--- config.mk ---
export PLATFORM = sky130hd
export DESIGN_NAME = hib_wake_ctrl
export DESIGN_NICKNAME = d
export VERILOG_FILES = /design/src/rtl/hw_pkg.sv /design/src/rtl/hw_sync.sv /design/src/rtl/hw_wake.sv /design/src/rtl/hw_regs.sv /design/src/rtl/hib_wake_ctrl.sv
export SDC_FILE = /design/constraint.sdc
export NUM_CORES = 1
export LEC_CHECK = 0
export BUFFER_PORTS_ARGS = -buffer_cell sky130_fd_sc_hd__clkbuf_2
export CORE_MARGIN = 4
export CORE_UTILIZATION = 35
export CTS_BUF_LIST = sky130_fd_sc_hd__clkbuf_4 sky130_fd_sc_hd__clkbuf_8 sky130_fd_sc_hd__clkbuf_16
export CTS_CLUSTER_DIAMETER = 60
export DETAILED_ROUTE_END_ITERATION = 12
export HOLD_SLACK_MARGIN = 0.08
export REMOVE_ABC_BUFFERS = 1
export SLEW_MARGIN = 20
export SYNTH_ARGS = -nofsm -noshare
export SYNTH_HDL_FRONTEND = slang
export SYNTH_SLANG_ARGS = --single-unit
--- constraint.sdc ---
create_clock -name clk -period 1.7 [get_ports clk]
set_input_delay 0.51 -clock clk [delete_from_list [all_inputs] [get_ports clk]]
set_output_delay 0.51 -clock clk [all_outputs]
set_load 0.05 [all_outputs]
--- src/rtl/hw_pkg.sv ---
// Package: shared constants and the run/sleep state for the hibernate block.
// Assumes: address decoding and field positions are fixed by this package.
package hw_pkg;
    localparam int unsigned CTRL_ADDR = 0;
    localparam int unsigned STAT_ADDR = 1;
    localparam int unsigned RUN_BIT   = 0;
    localparam int unsigned VST_BIT   = 0;
    localparam int unsigned FIELD_LSB = 1;

    typedef enum logic {
        PWR_SLEEP = 1'b0,
        PWR_RUN   = 1'b1
    } pwr_state_e;
endpackage

--- src/rtl/hw_sync.sv ---
// Module: per-bit two-flop synchroniser with a selectable reset level.
// Assumes: each input bit is independent; no bus coherency is implied.
module hw_sync #(
    parameter int   W       = 1,
    parameter logic RST_VAL = 1'b0
) (
    input  logic         clk,
    input  logic         rst_n,
    input  logic [W-1:0] d_i,
    output logic [W-1:0] q_o
);
    for (genvar i = 0; i < W; i++) begin : g_bit
        logic meta_q;
        logic sync_q;
        // Two-stage capture of one asynchronous bit.
        always_ff @(posedge clk) begin
            if (!rst_n) begin
                meta_q <= RST_VAL;
                sync_q <= RST_VAL;
            end else begin
                meta_q <= d_i[i];
                sync_q <= meta_q;
            end
        end
        assign q_o[i] = sync_q;
    end
endmodule

--- src/rtl/hw_wake.sv ---
// Module: wake combining; masks the synchronised pins with their enables,
// forms the regulator enable and the request to leave hibernate.
// Assumes: inputs are already synchronous to the block clock.
module hw_wake #(
    parameter int NPIN = 4
) (
    input  hw_pkg::pwr_state_e state_i,
    input  logic [NPIN-1:0]    pin_i,
    input  logic [NPIN-1:0]    en_i,
    input  logic               vstable_i,
    output logic               reg_en_o,
    output logic               exit_o
);
    import hw_pkg::*;

    logic [NPIN-1:0] masked;
    logic            wake_any;

    for (genvar i = 0; i < NPIN; i++) begin : g_mask
        assign masked[i] = pin_i[i] & en_i[i];
    end

    // Combine the qualified pins into one wake level.
    always_comb wake_any = |masked;

    // Regulator is held on in run state, follows wake level in sleep.
    always_comb reg_en_o = (state_i == PWR_RUN) | wake_any;

    // Leave sleep once a wake is present and the supply reports stable.
    always_comb exit_o = (state_i == PWR_SLEEP) & wake_any & vstable_i;
endmodule

--- src/rtl/hw_regs.sv ---
// Module: control and status registers for the hibernate block.
// Control: bit RUN_BIT is the active-low hibernate request, the next NPIN
// bits are wake enables. Status: voltage-stable bit and synchronised pins.
// Assumes: a software write has priority over a wake exit in the same cycle.
module hw_regs #(
    parameter int NPIN   = 4,
    parameter int ADDR_W = 2,
    parameter int DATA_W = 8
) (
    input  logic               clk,
    input  logic               rst_n,
    input  logic               we_i,
    input  logic [ADDR_W-1:0]  addr_i,
    input  logic [DATA_W-1:0]  wdata_i,
    output logic [DATA_W-1:0]  rdata_o,
    input  logic               exit_i,
    input  logic [NPIN-1:0]    pin_i,
    input  logic               vstable_i,
    output hw_pkg::pwr_state_e state_o,
    output logic [NPIN-1:0]    en_o
);
    import hw_pkg::*;

    localparam int FIELD_MSB = FIELD_LSB + NPIN - 1;

    pwr_state_e      state_q;
    logic [NPIN-1:0] en_q;
    logic            ctrl_hit;
    logic            unused_wdata;

    assign unused_wdata = ^wdata_i[DATA_W-1:FIELD_MSB+1];

    // Decode a write to the control register.
    always_comb ctrl_hit = we_i && (addr_i == ADDR_W'(CTRL_ADDR));

    // Control register state: reset to run, write, or wake exit.
    always_ff @(posedge clk) begin
        if (!rst_n) begin
            state_q <= PWR_RUN;
            en_q    <= '0;
        end else if (ctrl_hit) begin
            state_q <= pwr_state_e'(wdata_i[RUN_BIT]);
            en_q    <= wdata_i[FIELD_MSB:FIELD_LSB];
        end else if (exit_i) begin
            state_q <= PWR_RUN;
        end
    end

    // Combinational read mux.
    always_comb begin
        rdata_o = '0;
        if (addr_i == ADDR_W'(CTRL_ADDR)) begin
            rdata_o[RUN_BIT]             = state_q;
            rdata_o[FIELD_MSB:FIELD_LSB] = en_q;
        end else if (addr_i == ADDR_W'(STAT_ADDR)) begin
            rdata_o[VST_BIT]             = vstable_i;
            rdata_o[FIELD_MSB:FIELD_LSB] = pin_i;
        end
    end

    assign state_o = state_q;
    assign en_o    = en_q;

    // Remember that the previous edge was in reset (assertion support).
    logic rst_prev_q;
    always_ff @(posedge clk) rst_prev_q <= !rst_n;

    // the edge after reset leaves the block running with enables cleared.
    a_r7_reset_runs: assert property (@(posedge clk) disable iff (!rst_n)
        rst_prev_q |-> (state_q == PWR_RUN && en_q == '0));

    // a wake exit without a competing write returns to run.
    a_r6_exit_runs: assert property (@(posedge clk) disable iff (!rst_n)
        (exit_i && !ctrl_hit) |=> (state_q == PWR_RUN));
endmodule

--- src/rtl/hib_wake_ctrl.sv ---
// Module: top of the core hibernate and wakeup controller.
// Gates the core and system clock enables from the run bit, drives the
// regulator enable from the wake logic, and synchronises pins and power-good.
// Assumes: clk is always on; wake pins and power-good are asynchronous.
module hib_wake_ctrl #(
    parameter int NPIN   = 4,
    parameter int ADDR_W = 2,
    parameter int DATA_W = 8
) (
    input  logic              clk,
    input  logic              rst_n,
    input  logic              reg_we,
    input  logic [ADDR_W-1:0] reg_addr,
    input  logic [DATA_W-1:0] reg_wdata,
    output logic [DATA_W-1:0] reg_rdata,
    input  logic [NPIN-1:0]   wake_pin_i,
    input  logic              pgood_n_i,
    output logic              cclk_en_o,
    output logic              sclk_en_o,
    output logic              regulator_en_o
);
    import hw_pkg::*;

    logic [NPIN-1:0] pin_sync;
    logic            pgood_n_sync;
    logic            vstable;
    logic            exit_req;
    logic [NPIN-1:0] wake_en;
    pwr_state_e      state;

    hw_sync #(.W(NPIN), .RST_VAL(1'b0)) u_pin_sync (
        .clk   (clk),
        .rst_n (rst_n),
        .d_i   (wake_pin_i),
        .q_o   (pin_sync)
    );

    hw_sync #(.W(1), .RST_VAL(1'b1)) u_pg_sync (
        .clk   (clk),
        .rst_n (rst_n),
        .d_i   (pgood_n_i),
        .q_o   (pgood_n_sync)
    );

    // Voltage is stable when the synchronised active-low good is low.
    always_comb vstable = ~pgood_n_sync;

    hw_regs #(.NPIN(NPIN), .ADDR_W(ADDR_W), .DATA_W(DATA_W)) u_regs (
        .clk       (clk),
        .rst_n     (rst_n),
        .we_i      (reg_we),
        .addr_i    (reg_addr),
        .wdata_i   (reg_wdata),
        .rdata_o   (reg_rdata),
        .exit_i    (exit_req),
        .pin_i     (pin_sync),
        .vstable_i (vstable),
        .state_o   (state),
        .en_o      (wake_en)
    );

    hw_wake #(.NPIN(NPIN)) u_wake (
        .state_i   (state),
        .pin_i     (pin_sync),
        .en_i      (wake_en),
        .vstable_i (vstable),
        .reg_en_o  (regulator_en_o),
        .exit_o    (exit_req)
    );

    // Both clock domains are enabled exactly in the run state.
    always_comb begin
        cclk_en_o = (state == PWR_RUN);
        sclk_en_o = (state == PWR_RUN);
    end

    // clearing the run bit turns both clock enables off next cycle.
    a_r2_clocks_off: assert property (@(posedge clk) disable iff (!rst_n)
        (reg_we && reg_addr == ADDR_W'(CTRL_ADDR) && !reg_wdata[RUN_BIT])
        |=> (!cclk_en_o && !sclk_en_o));

    // a running core always has its regulator enabled.
    a_r1_run_powered: assert property (@(posedge clk) disable iff (!rst_n)
        cclk_en_o |-> regulator_en_o);

    // in sleep, with no enabled pin active, the regulator stays off.
    a_r4_masked_quiet: assert property (@(posedge clk) disable iff (!rst_n)
        (!cclk_en_o && (pin_sync & wake_en) == '0) |-> !regulator_en_o);

    // no return to run while the supply is not yet stable.
    a_r6_wait_stable: assert property (@(posedge clk) disable iff (!rst_n)
        (!cclk_en_o && !vstable && !reg_we) |=> !cclk_en_o);
endmodule

==> flow_summary.json, run 1 <==
{
  "power_density_nw_per_um2": 906,
  "antenna_found_initial": 0,
  "clkSinkCount": 15,
  "cts_tree": "built",
  "wire_per_inst_um": 9.93,
  "status": "finished, violations left",
  "core_area_um2": 1560,
  "start_kind": "flip-flop",
  "ys_ff_latch": 15,
  "vias": 463,
  "antenna_cells": 0,
  "peakVddDrop_mv": 0.478,
  "path_max_fanout": 2,
  "finalPower_mw": 0.732,
  "violations": "negative setup slack",
  "syn-mean-instance-area_um2": 10.2,
  "detailedPlace.worstSlack_ns": -0.0865,
  "vias_per_cell": 4.45,
  "drt_iter0_drc": 10,
  "routed_wl_um": 1030,
  "initial_core_util_pct": 38.0,
  "die_y_um": 49.2,
  "row_count": 14,
  "critPathRequiredTime_ns": 1.19,
  "final_util_pct": 51.8,
  "setup_slack_ns": -0.0806,
  "gr-total-overflow": 0,
  "first_global_vias": 375,
  "period_needed_ns": 1.78,
  "portBuffers": 22,
  "report.final.slew_viol_count": 0,
  "synthesis.area_um2": 593,
  "drc": 0,
  "fin_tns_setup_ns": -0.0852,
  "yosysSeqAreaShare_pct": 50.6,
  "p_leak_nw": 0.396,
  "critical_path_class": "reg2out",
  "track_usage_pct": 9.26,
  "endpoint_kind": "primary output",
  "yosysUniqueCellTypes": 16,
  "clockBufferDepth": 2,
  "hold_viol_final": 0,
  "h-tree-depth": 1,
  "ys_warn_count": 0,
  "holdWs_ns": 0.413,
  "finalSetupViolCount": 2,
  "grt_pass1_wl_um": 1660,
  "rsz0062_at_grt": "true",
  "cts_buffers": 3,
  "maxCapViolCount": 0,
  "synthToLayoutAreaGrowth_pct": 36.3,
  "syn_inst": 58,
  "dieArea_um2": 2420,
  "fmax_mhz": 562,
  "fin_nets": 107,
  "finalClockSkew_ns": 0.00741,
  "gp_congestion": 0.701,
  "io_pins": 29,
  "die_w_um": 49.2,
  "arrival_ns": 1.27,
  "hold_class": "in2reg",
  "fin_crit_sh_pct": 105,
  "first_pass_iters": 4,
  "root_buffer": "clkbuf_4",
  "ant_nets": 0,
  "fillCellCount": 155,
  "clock_latency_ns": 0.28,
  "grt_max_degree": 12,
  "layout-drive-gt1-share_pct": 43.2,
  "clk_pin_slew_ns": 0.09
}
## cells in the mapped netlist
cell / count / area, µm²
conb_1: 1 / 3.75
nor2_1: 9 / 33.8
a222oi_1: 1 / 10.0
nand2_1: 1 / 3.75
and2_1: 8 / 50.1
mux2i_1: 8 / 80.1
buf_6: 1 / 11.3
nor3b_4: 1 / 18.8
a211oi_1: 1 / 7.51
buf_4: 4 / 30.0
inv_1: 2 / 7.51
a21oi_1: 2 / 10.0
a221o_1: 1 / 10.0
dfxtp_1: 15 / 300
clkbuf_1: 1 / 3.75
nand2b_1: 2 / 12.5
## state kept, by name, summed over array words and instances (netlist names)
name,count
u_pin_sync.g_bit.meta_q,4
u_pin_sync.g_bit.sync_q,4
u_regs.en_o,4
u_pg_sync.g_bit.meta_q,1
u_pg_sync.q_o,1
u_regs.state_o,1
## worst paths after layout
| kind | startpoint | to | slack, ns | cells past startpoint |
|---|---|---|---|---|
| worst max-delay path | u_pin_sync.g_bit[1].sync_q | regulator_en_o | -0.08 | 3 |
| worst min-delay path | pgood_n_i | u_pg_sync.g_bit[0].meta_q | 0.41 | 2 |
| worst max register to register | u_pin_sync.g_bit[1].sync_q | u_regs.state_o | 0 | 7 |
| worst min register to register | u_pg_sync.g_bit[0].meta_q | u_pg_sync.q_o | 0.42 | 1 |
## metrics by stage
step           area (µm²)  instances
3_5_place_dp          708         95
5_1_grt               808        104
2_1_floorplan         556         54
6_report              808        104
4_1_cts               796        104
3_3_place_gp          708         95
## what timing repair did
action,in CTS,in global routing
hold buffers,0,0
gates resized for setup,7,8
endpoints found under the setup margin,5,5
gates cloned,0,0
setup buffers,5,0
pin swaps,3,2
## logic make-up after synthesis
family | share of synthesized area, %
AO/OA/AOI/OAI | 6.33
buffers and inverters | 8.86
flip-flops | 50.6
multiplexers | 13.5
other | 0.632
AND/OR/NAND/NOR | 20.0
## power breakdown
group	total, mW	internal, mW	switching (mW)
Clock	0.195	0.0873	0.108
Sequential	0.378	0.369	0.00910
Combinational	0.159	0.0656	0.0938
## cells in the final DEF (no fill, tap or decap)
cell type,instances
and2_1,8
buf_4,9
nand2_1,1
clkbuf_2,17
clkbuf_8,1
buf_8,1
nor3b_4,1
inv_1,2
a222oi_1,1
buf_6,1
buf_2,1
nand2b_1,2
nor2_1,9
a211oi_2,1
dfxtp_1,13
a21oi_1,2
a221o_1,1
clkinv_2,1
dfxtp_2,2
mux2i_1,8
clkbuf_4,3
conb_1,3
## area by class of cell
cell class	count	area (µm²)	area share (%)
flip-flops and latches	15	303	37.5
multi-input cells	37	253	31.3
repair buffers	30	198	24.5
clock buffers	3	22.5	2.79
well taps	16	20.0	2.48
inverters	2	7.51	0.929
clock inverters	1	5.00	0.619
## worst max-delay path, cell delays in order, from the launching register on
cell	delay, ns
dfxtp_1	0.32
a222oi_1	0.34
nand2_1	0.16
buf_8	0.18
## layer usage
layer  track usage (%)  vias to the layer above  part of all wire [%]
li1                  -                      241                     -
met1              11.2                      192                    44
met2              11.6                       26                    41
met3              4.59                        4                    12
met4              8.53                        0                   3.0
met5                 0                        -                     0
No activity file was read; power rests on OpenSTA's default activity.
==> inputs of run 2 (changes only) <==
Settings changed: REMOVE_ABC_BUFFERS 1 to unset.
Clock period 1.7 ns to 2 ns, I/O delays scaled along.
==> run 2 against run 1 <==
Net effect: the flow now finishes without violations; global-route usage up 0.53 points; sequential power fell by 15%; combinational power fell by 26%; via count fell by 9.5%; count of clock-buffer cells in the layout stayed put; routed wire length grew 0.58%; critical path depth up 1; sequential share of layout area increased by 2.5 points; clock power down 13%; register-to-register slack better by 0.73 ns; first-iteration DRC count decreased by 30%; flip-flop and latch count is the same.
==> flow_summary.json, run 2 (same netlist as run 1, synthesis figures left out) <==
{
  "gr-total-overflow": 0,
  "dieArea_um2": 2420,
  "hold_class": "reg2reg",
  "antenna_found_initial": 0,
  "critPathMaxStageDelay_ns": 0.26,
  "ant_nets": 0,
  "synthToLayoutAreaGrowth_pct": 26.6,
  "final_util_pct": 48.2,
  "first_pass_iters": 4,
  "drt_iter0_drc": 7,
  "clk_pin_slew_ns": 0.08,
  "layout_common_cells": "19 x clkbuf_2, 15 x dfxtp_1, 8 x and2_1",
  "period_needed_ns": 1.94,
  "gr-usage-met1_pct": 10.3,
  "post_cts_buffers": 0,
  "start_kind": "input port",
  "status": "complete, no violations",
  "r2r_end": "u_regs.state_o",
  "layout-drive-gt1-share_pct": 41.3,
  "row_count": 14,
  "rsz0062_at_grt": "false",
  "clkSinkCount": 15,
  "fin_nets": 99,
  "antenna_cells": 0,
  "crit_top_cell": "clkbuf_4",
  "arrival_ns": 1.34,
  "vias_per_cell": 4.36,
  "holdWs_ns": 0.412,
  "met2_usage_pct": 14.7,
  "worstReg2RegStart": "u_regs.en_o[1]",
  "first_global_vias": 389,
  "rrSetupSlack_ns": 0.73,
  "peakVddDrop_mv": 0.477,
  "grtUsageMet3_pct": 6.12,
  "finalClockSkew_ns": 0.00336,
  "wire_per_inst_um": 10.8,
  "dp_hpwl_um": 791,
  "drc": 0,
  "power_density_nw_per_um2": 810,
  "io_pins": 29,
  "grt_max_degree": 12,
  "gp_congestion": 0.686,
  "top_usage_layer": "met2",
  "p_leak_nw": 0.348,
  "fin_crit_sh_pct": 97.1,
  "die_w_um": 49.2,
  "finalSetupViolCount": 0,
  "die_y_um": 49.2,
  "path_max_fanout": 7,
  "routed_wl_um": 1040,
  "critical_path_class": "in2out",
  "portBuffers": 22,
  "fillCellCount": 149,
  "h-tree-depth": 1,
  "fmax_mhz": 515,
  "track_usage_pct": 9.79,
  "final_common_cell": "clkbuf_2",
  "root_buffer": "clkbuf_4",
  "slowest_stage": "clkbuf_4",
  "cts_hold_buf": 0,
  "maxCapViolCount": 0,
  "r2r_cells": 3,
  "report.final.slew_viol_count": 0,
  "min_to": "u_pg_sync.q_o",
  "hold_depth": 1,
  "grt_pass1_wl_um": 1740,
  "vias": 419,
  "critPathRequiredTime_ns": 1.40,
  "cts_tree": "built",
  "core_area_um2": 1560,
  "endpoint_kind": "primary output",
  "clock_latency_ns": 0.28,
  "cts_buffers": 3,
  "min_from": "u_pg_sync.g_bit[0].meta_q",
  "initial_core_util_pct": 38.0,
  "cp_cell_sequence": "clkbuf_4 -> nor2_1 -> a211oi_4 -> clkbuf_4",
  "clockBufferDepth": 2,
  "hold_viol_final": 0,
  "finalPower_mw": 0.608
}
run 2: changes by cell type in the layout (fill, tap and decap cells not counted), sizes merged:
| cell | change |
|---|---|
| buf | -11 |
| clkbuf | +3 |
run 2: worst max path at each step:
stage	startpoint	end	slack, ns	cells past startpoint
6_report	reg_addr[0]	reg_rdata[0]	0.06	4
5_1_grt	u_regs.en_o[1]	regulator_en_o	0.005	3
4_1_cts	u_regs.en_o[3]	regulator_en_o	0.04	3
3_5_place_dp	reg_addr[0]	reg_rdata[0]	-0.06	4
3_3_place_gp	reg_addr[0]	reg_rdata[0]	-0.05	4
2_1_floorplan	u_regs.state_o	reg_rdata[0]	0.04	2
run 2: power by group:
part	internal [mW]	total [mW]	switching (mW)
sequential	0.313	0.321	0.00857
clock	0.0742	0.169	0.0945
combinational	0.0396	0.118	0.0784
run 2: what timing repair did:
| item | CTS | global route |
|---|---|---|
| pin swaps | 0 | 2 |
| resized for setup | 3 | 4 |
| setup endpoints to repair | 2 | 1 |
run 2: layer usage:
layer / vias to the layer above / routed length, µm
li1: 227 / -
met1: 171 / 442
met2: 19 / 490
met3: 2 / 97
met4: 0 / 8
met5: - / 0
run 2: per-stage QoR:
stage	area [µm²]	std cells	TNS (ns)	worst slack [ns]
CTS	744	96	0	0.0355
floorplan	623	60	0	0.0361
global placement	708	92	-0.0457	-0.0457
detailed placement	708	92	-0.0619	-0.0619
global route	751	96	0	0.00527
finish	751	96	0	0.0579
run 2: critical path: cells and delay by family:
| family | cells | cell delay (ns) |
|---|---|---|
| AOI/OAI and AO/OA | 1 | 0.19 |
| and+or+nand+nor | 1 | 0.09 |
| buffers and inverters | 2 | 0.46 |
run 2: final cells by class:
cell class,instances,area [µm²],share of cell area (%)
Clock inverter,1,5.00,0.667
Sequential cell,15,300,40.0
Clock buffer,3,22.5,3.00
Tap cell,16,20.0,2.67
Multi-Input combinational cell,37,274,36.5
Timing Repair Buffer,22,121,16.2
Inverter,2,7.51,1.00
==> inputs of run 3 (changes only) <==
Settings changed: GPL_TIMING_DRIVEN set to 0.
==> run 3 against run 2 <==
Net effect: clock power about the same; non-clock buffer count increased by 5; utilization increased by 1.6 points; clock skew increased by 0.0086 ns; register-to-register slack improved by 0.06 ns; design area increased by 3.3%; power increased by 0.37%; critical path type is now reg2out; largest cell class unchanged.
==> flow_summary.json, run 3 (same netlist as run 1, synthesis figures left out) <==
{
  "clockBufferDepth": 2,
  "arrival_ns": 1.31,
  "dp_hpwl_um": 821,
  "portBuffers": 21,
  "rrSetupSlack_ns": 0.79,
  "path_max_fanout": 2,
  "cts_buffers": 3,
  "die_w_um": 49.2,
  "clkSinkCount": 15,
  "layout-drive-gt1-share_pct": 42.4,
  "critPathRequiredTime_ns": 1.40,
  "finalPower_mw": 0.610,
  "fin_tns_setup_ns": 0,
  "fin_nets": 104,
  "worstReg2RegStart": "u_pin_sync.g_bit[1].sync_q",
  "initial_core_util_pct": 38.0,
  "report.final.slew_viol_count": 0,
  "grt_pass1_wl_um": 1630,
  "power_density_nw_per_um2": 787,
  "endpoint_kind": "primary output",
  "hold_viol_final": 0,
  "r2r_end": "u_regs.state_o",
  "clk_pin_slew_ns": 0.09,
  "finalSetupViolCount": 0,
  "layout_common_cells": "21 x clkbuf_2, 15 x dfxtp_1, 8 x mux2i_1, 8 x and2_1, 5 x nor2_1",
  "period_needed_ns": 1.91,
  "cts_tree": "built",
  "drt_iter0_drc": 3,
  "cts_resized": 0,
  "peakVddDrop_mv": 0.377,
  "seq_area_um2": 300,
  "first_pass_iters": 4,
  "min_from": "u_pg_sync.g_bit[0].meta_q",
  "clock_latency_ns": 0.28,
  "row_count": 14,
  "critical_path_class": "reg2out",
  "p_clk_share_pct": 27.3,
  "antenna_cells": 0,
  "root_buffer": "clkbuf_4",
  "dieArea_um2": 2420,
  "rsz0062_at_grt": "false",
  "gr-total-overflow": 0,
  "drc": 0,
  "vias_per_cell": 4.29,
  "cts_hold_buf": 0,
  "gp_congestion": 0.688,
  "final_common_cell": "clkbuf_2",
  "holdWs_ns": 0.414,
  "maxCapViolCount": 0,
  "seqPwrFrac_pct": 52.6,
  "fillCellCount": 154,
  "power.internal_mw": 0.430,
  "post_cts_buffers": 0,
  "setup_slack_ns": 0.0860,
  "h-tree-depth": 1,
  "multiInputGateArea_um2": 270,
  "p_leak_nw": 0.371,
  "io_pins": 29,
  "status": "complete, no violations",
  "finalClockSkew_ns": 0.0119,
  "die_y_um": 49.2,
  "synthToLayoutAreaGrowth_pct": 30.8,
  "fin_crit_sh_pct": 95.7,
  "antenna_found_initial": 0,
  "r2r_cells": 3,
  "p_sw_mw": 0.180,
  "detailedPlace.worstSlack_ns": 0.0873,
  "final_util_pct": 49.8,
  "wire_per_inst_um": 9.95,
  "track_usage_pct": 8.95,
  "swShare_pct": 29.5,
  "first_global_vias": 381,
  "core_area_um2": 1560,
  "min_to": "u_pg_sync.q_o",
  "grt_max_degree": 11,
  "ant_nets": 0,
  "routed_wl_um": 1010,
  "fmax_mhz": 522,
  "vias": 433,
  "start_kind": "flip-flop",
  "hold_class": "reg2reg",
  "hold_depth": 1,
  "comb_power_share_pct": 20.1
}
-- run 3: cell count changes in the layout (fill, tap and decap cells not counted) --
cell,previous run,this run
mux2i_2,1,0
mux2i_1,7,8
clkbuf_1,0,1
clkbuf_2,19,21
clkbuf_4,5,3
buf_4,0,4
-- run 3: through the flow --
step	instances	cell area, µm²
finish	101	776
global route	101	776
CTS	101	776
detailed placement	97	748
global placement	97	748
floorplan	60	623
-- run 3: power by group through the flow --
stage | Sequential, mW | Clock (mW) | Combinational (mW)
global placement | 0.328 | 0 | 0.122
floorplan | 0.334 | 0 | 0.0866
finish | 0.321 | 0.167 | 0.123
global route | 0.323 | 0.184 | 0.131
detailed placement | 0.328 | 0 | 0.123
CTS | 0.321 | 0.172 | 0.124
-- run 3: layout make-up --
class	instances	area share (%)
sequential	15	38.7
multi-input combinational	37	34.8
timing repair buffer	21	13.5
buffer	6	5.81
clock buffer	3	2.90
tap	16	2.58
inverter	2	0.968
clock inverter	1	0.645
-- run 3: worst max-delay path, stage by stage (launching register included) --
cell	delay [ns]
dfxtp_1	0.32
a222oi_1	0.36
nand2_1	0.12
clkbuf_2	0.26
-- run 3: worst max path at each step --
stage | endpoint | cells past startpoint | startpoint
2_1_floorplan | reg_rdata[0] | 2 | u_regs.state_o
3_3_place_gp | reg_rdata[0] | 4 | reg_addr[0]
3_5_place_dp | reg_rdata[0] | 4 | reg_addr[0]
4_1_cts | regulator_en_o | 3 | u_pin_sync.g_bit[1].sync_q
5_1_grt | regulator_en_o | 3 | u_pin_sync.g_bit[1].sync_q
6_report | regulator_en_o | 3 | u_pin_sync.g_bit[1].sync_q
-- run 3: metal layers --
layer  share of wire [%]  global-route usage [%]  vias to the layer above
met2                  46                    12.9                       17
li1                    -                       -                      238
met4                0.60                    6.16                        0
met5                   0                       0                        -
met1                  45                    10.6                      176
met3                 8.6                    3.67                        2
